--- src/rtl/fut_pkg.sv ---
package fut_pkg;
   typedef enum logic [1:0] {
      ST_IDLE  = 2'd0,
      ST_FRAME = 2'd1,
      ST_BREAK = 2'd2
   } tx_state_e;
endpackage

--- src/rtl/fut_fifo.sv ---
module fut_fifo #(
   parameter int W     = 8,
   parameter int DEPTH = 4
) (
   input  logic         clk,
   input  logic         rst_n,
   input  logic         push,
   input  logic [W-1:0] din,
   input  logic         pop,
   output logic [W-1:0] dout,
   output logic         full,
   output logic         empty,
   output logic         ovf
);
   localparam int AW = (DEPTH > 1) ? $clog2(DEPTH) : 1;
   localparam int CW = $clog2(DEPTH + 1);
   localparam logic [AW-1:0] LAST = AW'(DEPTH - 1);

   logic [W-1:0]  mem [DEPTH];
   logic [AW-1:0] wr_ptr, rd_ptr, wr_nxt, rd_nxt;
   logic [CW-1:0] count;
   logic          push_ok, pop_ok;

   assign full    = (count == CW'(DEPTH));
   assign empty   = (count == '0);
   assign push_ok = push && !full;
   assign pop_ok  = pop && !empty;
   assign dout    = mem[rd_ptr];

   generate
      if ((DEPTH & (DEPTH - 1)) == 0) begin : g_pow2
         assign wr_nxt = wr_ptr + 1'b1;
         assign rd_nxt = rd_ptr + 1'b1;
      end else begin : g_wrap
         assign wr_nxt = (wr_ptr == LAST) ? '0 : wr_ptr + 1'b1;
         assign rd_nxt = (rd_ptr == LAST) ? '0 : rd_ptr + 1'b1;
      end
   endgenerate

   always_ff @(posedge clk) begin
      if (push_ok) mem[wr_ptr] <= din;
   end

   always_ff @(posedge clk or negedge rst_n) begin
      if (!rst_n) begin
         wr_ptr <= '0;
         rd_ptr <= '0;
         count  <= '0;
         ovf    <= 1'b0;
      end else begin
         if (push_ok) wr_ptr <= wr_nxt;
         if (pop_ok)  rd_ptr <= rd_nxt;
         if (push_ok && !pop_ok)      count <= count + 1'b1;
         else if (pop_ok && !push_ok) count <= count - 1'b1;
         if (push && full) ovf <= 1'b1;
      end
   end
endmodule

--- src/rtl/fut_framer.sv ---
module fut_framer #(
   parameter int DATA_W = 8,
   parameter int MIN_W  = 5,
   parameter int LEN_W  = 2,
   parameter int FW     = DATA_W + 4,
   parameter int CW     = $clog2(FW + 1)
) (
   input  logic [DATA_W-1:0] data,
   input  logic [LEN_W-1:0]  word_len,
   input  logic              parity_en,
   input  logic              parity_odd,
   input  logic              two_stop,
   output logic [FW-1:0]     frame,
   output logic [CW-1:0]     flen
);
   int          nbits;
   logic [DATA_W-1:0] mask;
   logic        par;

   always_comb begin
      nbits = MIN_W + int'(word_len);
      if (nbits > DATA_W) nbits = DATA_W;
      for (int i = 0; i < DATA_W; i++) mask[i] = (i < nbits);
      par   = (^(data & mask)) ^ parity_odd;
      frame = '1;
      frame[0] = 1'b0;
      for (int i = 0; i < DATA_W; i++)
         if (i < nbits) frame[1 + i] = data[i];
      for (int i = 1; i < FW; i++)
         if (parity_en && i == nbits + 1) frame[i] = par;
      flen = CW'(nbits + 2 + int'(parity_en) + int'(two_stop));
   end
endmodule

--- src/rtl/fut_shifter.sv ---
module fut_shifter
   import fut_pkg::*;
#(
   parameter int FW = 12,
   parameter int CW = 4
) (
   input  logic          clk,
   input  logic          rst_n,
   input  logic          tick,
   input  logic          enable,
   input  logic          brk_req,
   input  logic          fifo_empty,
   input  logic [FW-1:0] frame_in,
   input  logic [CW-1:0] flen_in,
   output logic          pop,
   output logic          line,
   output logic          active
);
   tx_state_e     state;
   logic [FW-1:0] sr;
   logic [CW-1:0] cnt;
   logic          at_end, go_brk, go_frame;

   assign at_end   = (state == ST_IDLE) || (state == ST_FRAME && cnt <= CW'(1));
   assign go_brk   = tick && at_end && brk_req;
   assign go_frame = tick && at_end && !brk_req && enable && !fifo_empty;
   assign pop      = go_frame;
   assign active   = (state != ST_IDLE);

   always_ff @(posedge clk or negedge rst_n) begin
      if (!rst_n) begin
         state <= ST_IDLE;
         sr    <= '1;
         cnt   <= '0;
         line  <= 1'b1;
      end else if (tick) begin
         if (go_brk) begin
            state <= ST_BREAK;
            cnt   <= flen_in;
            line  <= 1'b0;
         end else if (go_frame) begin
            state <= ST_FRAME;
            sr    <= frame_in;
            cnt   <= flen_in;
            line  <= frame_in[0];
         end else if (at_end) begin
            state <= ST_IDLE;
            line  <= 1'b1;
         end else if (state == ST_FRAME) begin
            sr   <= {1'b1, sr[FW-1:1]};
            cnt  <= cnt - 1'b1;
            line <= sr[1];
         end else if (cnt > CW'(1)) begin
            cnt <= cnt - 1'b1;
         end else if (!brk_req) begin
            state <= ST_IDLE;
            line  <= 1'b1;
         end
      end
   end
endmodule

--- src/rtl/fifo_uart_tx.sv ---
module fifo_uart_tx #(
   parameter int DATA_W = 8,
   parameter int MIN_W  = 5,
   parameter int DEPTH  = 4,
   localparam int LEN_W = (DATA_W > MIN_W) ? $clog2(DATA_W - MIN_W + 1) : 1
) (
   input  logic              clk,
   input  logic              rst_n,
   input  logic              wr_en,
   input  logic [DATA_W-1:0] wr_data,
   input  logic              tx_enable,
   input  logic [LEN_W-1:0]  word_len,
   input  logic              parity_en,
   input  logic              parity_odd,
   input  logic              two_stop,
   input  logic              brk_req,
   input  logic              baud_tick,
   output logic              tx_line,
   output logic              fifo_full,
   output logic              fifo_empty,
   output logic              busy,
   output logic              overflow
);
   localparam int FW = DATA_W + 4;
   localparam int CW = $clog2(FW + 1);

   generate
      if (MIN_W < 1 || DATA_W < MIN_W) begin : g_bad_width
         $error("fifo_uart_tx: MIN_W must be >= 1 and <= DATA_W");
      end
      if (DEPTH < 2) begin : g_bad_depth
         $error("fifo_uart_tx: DEPTH must be at least 2");
      end
   endgenerate

   logic [DATA_W-1:0] head;
   logic [FW-1:0]     frame;
   logic [CW-1:0]     flen;
   logic              pop, active;

   fut_fifo #(.W(DATA_W), .DEPTH(DEPTH)) u_fifo (
      .clk(clk), .rst_n(rst_n), .push(wr_en), .din(wr_data), .pop(pop),
      .dout(head), .full(fifo_full), .empty(fifo_empty), .ovf(overflow)
   );

   fut_framer #(.DATA_W(DATA_W), .MIN_W(MIN_W), .LEN_W(LEN_W), .FW(FW), .CW(CW)) u_framer (
      .data(head), .word_len(word_len), .parity_en(parity_en),
      .parity_odd(parity_odd), .two_stop(two_stop), .frame(frame), .flen(flen)
   );

   fut_shifter #(.FW(FW), .CW(CW)) u_shift (
      .clk(clk), .rst_n(rst_n), .tick(baud_tick), .enable(tx_enable),
      .brk_req(brk_req), .fifo_empty(fifo_empty), .frame_in(frame),
      .flen_in(flen), .pop(pop), .line(tx_line), .active(active)
   );

   assign busy = !fifo_empty || active;
endmodule

--- config.mk ---
export PLATFORM = sky130hd
export DESIGN_NAME = fifo_uart_tx
export DESIGN_NICKNAME = d
export VERILOG_FILES = /design/src/rtl/fut_pkg.sv /design/src/rtl/fut_fifo.sv /design/src/rtl/fut_framer.sv /design/src/rtl/fut_shifter.sv /design/src/rtl/fifo_uart_tx.sv
export SDC_FILE = /design/constraint.sdc
export NUM_CORES = 1
export LEC_CHECK = 0
export BUFFER_PORTS_ARGS = -buffer_cell sky130_fd_sc_hd__buf_4
export CORE_MARGIN = 2
export CORE_UTILIZATION = 47
export DETAILED_ROUTE_END_ITERATION = 8
export HOLD_SLACK_MARGIN = 0.06
export PLACE_DENSITY = 0.64
export SKIP_CTS_REPAIR_TIMING = 1
export SYNTH_ARGS = -nofsm -noshare
export SYNTH_HDL_FRONTEND = slang
export SYNTH_SLANG_ARGS = --single-unit
--- constraint.sdc ---
create_clock -name clk -period 3.6 [get_ports clk]
set_input_delay 0.36 -clock clk [delete_from_list [all_inputs] [get_ports clk]]
set_output_delay 0.36 -clock clk [all_outputs]
set_load 0.1 [all_outputs]
Word level (Yosys, flattened, before mapping)
Memories as Yosys holds them, arrays and structs flattened.
Cells that the tools add are included.
W data, S select, Z words.
- flip-flop bits (word level): 27
- RAM bits: 32
- input bits: 19
- word-level logic and storage cells: 137
- memories: 1
- memories (memory ; words ; width ; read ports ; clocked after Yosys merged registers in ; wr ports ; line ; text):
    u_fifo.mem ; 4 ; 8 ; 1 ; 0 ; 1 ; fut_fifo.sv:19 ; logic [W-1:0] mem [DEPTH];
- $add $sub $neg: 10
- magnitude comparators: 11
- eq/ne operators: 20
- muxes and demuxes: 44
- bitwise operators: 3
- reductions and logical operators: 40
- operators with widths (operator ; count):
    $eq A4 B32 Y1 const A ; 4
    $eq A5 B32 Y1 const A ; 4
    $eq A3 B32 Y1 const A ; 2
    $mux W12 ; 3
    $eq A2 B32 Y1 const A ; 1
    $gt A32 B5 Y1 const B ; 1
    $mux W1 ; 27
    $mux W4 ; 6
    $logic_and A1 B1 Y1 ; 22
    $lt A3 B4 Y1 const A ; 4
    $mux W2 ; 6
    $add A4 B2 Y4 ; 2
    $and A8 B8 Y8 ; 1
    $lt A1 B4 Y1 const A ; 2
    $lt A2 B4 Y1 const A ; 2
    $ne A4 B2 Y1 const B ; 2
    $reduce_and A4 Y1 ; 2
    $reduce_xor A8 Y1 ; 1
    $mux W3 ; 2
    $reduce_and A3 Y1 ; 2
    $reduce_bool A2 Y1 ; 3
    $add A4 B1 Y5 const B ; 1
    $logic_not A1 Y1 ; 5
    $ne A5 B1 Y1 const B ; 1
    20 further kinds ; 22

Longest topological paths before layout
- depth in word-level cells: 11
- mapped depth: 12

By module
A second synthesis with hierarchy kept.
- cells, all modules: 237
- area total of the unflattened synthesis: 3104.2 um^2
- modules (own cells, without submodules) (module ; times used ; cells each ; area an instance (um^2) ; seq. area each (um^2)):
    fut_fifo ; 1 ; 79 ; 1622.8 ; 1161.1
    fut_shifter ; 1 ; 101 ; 1048.5 ; 465.4
    fut_framer ; 1 ; 56 ; 426.7 ; 0.0
    fifo_uart_tx ; 1 ; 1 ; 6.3 ; 0.0

Worst setup path before layout
Ideal clock, no wire load.
- kind: register to register
- start point: register u_fifo.count[0]
- end point: register u_fifo.count[1]
- setup time: 0.083 ns
- arrival: 2.800 ns
- data required time: 3.517 ns
- path slack: 0.717 ns
- stages on the path, launching flop included: 10
- path buffers: 1
- cells stage by stage: dfrtp_1 or3_1 inv_1 nor3b_1 and3_1 buf_4 inv_2 ha_1 fa_1 o21ai_0
- word-level cells in the longest chain between the ends: 7
- elaborated cells on any way between the ends: 16
- those cells by class: add/sub: 2; eq/ne: 1; mux: 2; reduce/logical: 11
- ends and longest elaborated chain (item ; line ; text):
    start: declaration ; fut_fifo.sv:21 ; logic [CW-1:0] count;
    start signal: assignment ; fut_fifo.sv:53 ; if (push_ok && !pop_ok) count <= count + 1'b1;
    start signal: assignment ; fut_fifo.sv:54 ; else if (pop_ok && !push_ok) count <= count - 1'b1;
    $logic_not A3 Y1 (*) ; fut_fifo.sv:25 ; assign empty = (count == '0);
    named net fifo_empty ; fifo_uart_tx.sv:20 ; output logic fifo_empty,
    $logic_not A1 Y1 (*) ; fut_fifo.sv:27, fut_shifter.sv:26 ;
    $logic_and A1 B1 Y1 ; fut_shifter.sv:26 ; assign go_frame = tick && at_end && !brk_req && enable && !fifo_empty;
    $logic_and A1 B1 Y1 (*) ; fut_fifo.sv:27 ; assign pop_ok = pop && !empty;
    $logic_not A1 Y1 ; fut_fifo.sv:53 ;
    $logic_and A1 B1 Y1 ; fut_fifo.sv:53 ;
    $mux W3 / $reduce_bool A2 Y1 (equally long branches) ; n/a ;
The timed path passes the listed nets; every way through them passes the cells marked *. The select of a mux whose other input is x is not followed.
A chain may end at the register's enable or synchronous reset.

Worst setup path after layout
- start point: register u_shift.cnt[0]
- end point: register u_fifo.count[2]
- word-level cells in the longest chain between the ends: 11
- elaborated cells on any way between the ends: 13
- those cells by class: order compare: 1; mux: 1; reduce/logical: 11
- ends and longest elaborated chain (item ; line ; text):
    start: declaration ; fut_shifter.sv:21 ; logic [CW-1:0] cnt;
    start signal: assignment ; fut_shifter.sv:39 ; cnt <= flen_in;
    start signal: assignment ; fut_shifter.sv:44 ; cnt <= flen_in;
    start signal: assignment ; fut_shifter.sv:51 ; cnt <= cnt - 1'b1;
    $le A4 B1 Y1 (*) ; fut_shifter.sv:24 ; assign at_end = (state == ST_IDLE) || (state == ST_FRAME && cnt <= CW'(1));
    $logic_and A1 B1 Y1 (*) ; fut_shifter.sv:24 ;
    $logic_or A1 B1 Y1 (*) ; fut_shifter.sv:24 ;
    $logic_and A1 B1 Y1 (*) (4 in a row) ; fut_shifter.sv:26 ;
    $logic_and A1 B1 Y1 (*) ; fut_fifo.sv:27 ;
    $logic_not A1 Y1 ; fut_fifo.sv:53 ;
    $logic_and A1 B1 Y1 ; fut_fifo.sv:53 ;
    $mux W3 / $reduce_bool A2 Y1 (equally long branches) ; n/a ;
Mark *: on every way between the ends. The rest lies on a longest branch, timed or not.

==> impl_metrics.csv <==
group,metric,value,unit
status,outcome,"complete, no violations",
power,p_leak,1.34,nW
synth,ys_types,52,
synth,synth_top_area_cell,"edfxtp_1",
sta,setup_viol,0,
synth,synth_seq_cells,58,
worst_setup_path,critPathMaxStageDelay,0.42,ns
worst_setup_path,critPathBufInv,3,
synth,postSynthAreaPerCell,12.7,sq um
synth,syn_nets,270,
sta,skew,0.00731,ns
clock_network,cts_max_level,3,
worst_setup_path,cp.required,3.86,ns
sta,worstMarginPinSlew,0.665,ns
die,die_area,6940,sq um
sta,drv_slew,0,
cells_and_area,final_cell_mix,"edfxtp_1, buf_4, nand2_1, ha_1, inv_1",
sta,min_period_over_period,80.1,%
die,coreArea,5990,sq um
cells_and_area,fin_cells,343,
sta,rsz0062_at_grt,"false",
die,die_w,83.3,um
placement,gp_congestion,0.829,
cells_and_area,drive_above_1_share,24.6,%
cells_and_area,final_common_cell,"edfxtp_1",
die,ioPinCount,24,
synth,yosys_warnings,0,
cells_and_area,final.fill_count,529,
flow_run,cap_viol_max_count,0,
clock_network,clk_pin_slew,0.07,ns
clock_network,cts_sinks,58,
hold_path,min_path_type,"in2reg",
synth,synth_top_area_share,32.5,%
die,fp-row-count,28,
placement,dpl.hpwl,3950,um
detailed_routing,via_count,1814,
global_routing,grt_start_max_net_pins,27,
sta,max_freq,347,MHz
power,p_per_area,847,nW/um^2
cells_and_area,nets,301,
worst_setup_path,crit_path_start_kind,"flip-flop",
detailed_routing,viasPerCell,5.29,
sta,relSlewSlack,55.4,%
worst_setup_path,cpMaxStageDelayCell,"dfrtp_1",
cells_and_area,area_growth,15.8,%
synth,async_reset_ff_share,44.8,%
global_routing,antenna_found_initial,0,
detailed_routing,dr.pass1.iters,4,
worst_setup_path,cp_cell_sequence,"inv_1, ha_1, nor2_1, o31ai_1, buf_4, and3_1, inv_2, ha_1, fa_1, xnor2_1, nor2_1, xor2_1",
placement,port_buffers,23,
power,irDropWorstVdd,0.467,mV
clock_network,cts_tree,"done",
clock_network,cts_buffers,9,
die,die_h,83.3,um
hold_path,holdPathStages,1,
synth,synth_ff_type,"edfxtp_1",
cells_and_area,seq_area,1630,sq um
sta,min_period,2.89,ns
worst_setup_path,critPathArrivalTime,3.15,ns
clock_network,cts_root_buf,"clkbuf_8",
synth,yosysSeqAreaShare,55.0,%
global_routing,grt_pass1_vias,1906,
worst_setup_path,path_delay_family,"adder cells",
sta,finalHoldViolations,0,
detailed_routing,finalWirelength,5370,um
placement,dp_cells,326,
clock_network,clock_path_buffers,2,
power,power,0.00290,W
worst_setup_path,cp_num_cells,12,
global_routing,grt_pass1_wl,9340,um
detailed_routing,drt_iter0_drc,90,
detailed_routing,drtAntennaViolNets,0,
detailed_routing,wl_per_cell,15.6,um
global_routing,overflow,0,
sta,tns,0,ns
synth,synth_area_leaders,"edfxtp_1, dfrtp_1, dfstp_2",
synth,syn_inst,232,
worst_setup_path,path_class,"reg2reg",
worst_setup_path,ff2ff_path_depth,12,
detailed_routing,route.detailed.drc,0,
cells_and_area,multi_input_area,1230,sq um
die,start_util,49.3,%
global_routing,grt_use_total,17.5,%
synth,synth_area,2960,sq um
clock_network,insertion_delay,0.34,ns
cells_and_area,antenna_cells,0,
worst_setup_path,cp-end-kind,"flip-flop",
worst_setup_path,cp_max_fo,8,
synth,synth-edff-count,32,
power by group:
part	internal, W	switching (W)
logic	0.000486	0.000629
clock network	0.000388	0.000270
registers	0.000962	0.000163
total	0.00184	0.00106
metal layers:
metal  part of all wire (%)  GRT usage (%)  vias up
li1                       -              -      906
met1                     48           23.8      865
met2                     47           26.2       34
met3                    3.4           5.07        9
met4                    1.9           7.15        0
met5                      0              0        -
registers in the layout (all words and copies together), names as in the netlist:
signal / cells
u_shift.cnt: 4
u_shift.state: 2
u_fifo.ovf: 1
u_fifo.rd_ptr: 2
u_fifo.count: 3
u_fifo.wr_ptr: 2
u_shift.sr: 11
u_shift.line: 1
u_fifo.mem: 32
final cells by class:
class	instances	area share, %
inverter	17	1.86
timing repair buffer	25	5.56
tap	75	2.74
multi-input combinational	152	35.9
sequential	58	47.5
clock buffer	9	3.62
clock inverter	7	2.74
per-stage QoR:
step / setup slack (ns) / utilization (%) / instance area (sq um) / hold WS, ns
floorplan: 0.717 / - / 2960 / 0.0644
global route: 0.501 / 57.1 / 3420 / 0.208
finish: 0.715 / 57.1 / 3420 / 0.215
global placement: 0.847 / 53.3 / 3190 / 0.289
detailed placement: 0.736 / 53.3 / 3190 / 0.290
CTS: 0.696 / 57.0 / 3410 / -0.0808
worst register-to-register path, delay by kind of cell (launching register included):
family | cells | cell delay, ns
fa+ha+maj | 3 | 0.83
simple gates | 3 | 0.62
buf+inv | 3 | 0.44
flops | 1 | 0.42
xor+xnor | 2 | 0.30
compound gates | 1 | 0.20
Yosys cell counts, types with 5 or more instances:
master / number
o21ai_0: 15
xnor2_1: 11
a21oi_1: 5
mux4_2: 5
dfstp_2: 12
nand2_1: 22
dfrtp_1: 14
inv_1: 16
edfxtp_1: 32
nor2_1: 15
ha_1: 17
path summary, 6_finish.rpt:
| kind | end | slack (ns) | from |
|---|---|---|---|
| max | u_fifo.count[2] | 0.71 | u_shift.cnt[0] |
| min | u_fifo.mem[1][2] | 0.22 | wr_data[2] |
| max reg2reg | u_fifo.count[2] | 0.71 | u_shift.cnt[0] |
| min reg2reg | u_fifo.ovf | 0.46 | u_fifo.ovf |
| max in group asynchronous | u_shift.sr[1] | 2.83 | rst_n |
| min in group asynchronous | u_fifo.ovf | 0.47 | rst_n |
cell families after synthesis:
family	count (synthesis)	synth area share [%]
flip-flops	58	55.0
XOR/XNOR	15	5.21
buffers and inverters	22	3.34
multiplexers	12	7.87
adder cells (fa/ha/maj)	19	8.55
AO/OA/AOI/OAI	43	9.78
AND/OR/NAND/NOR	63	10.2
Note: power is estimated with default switching activity, not from simulation.
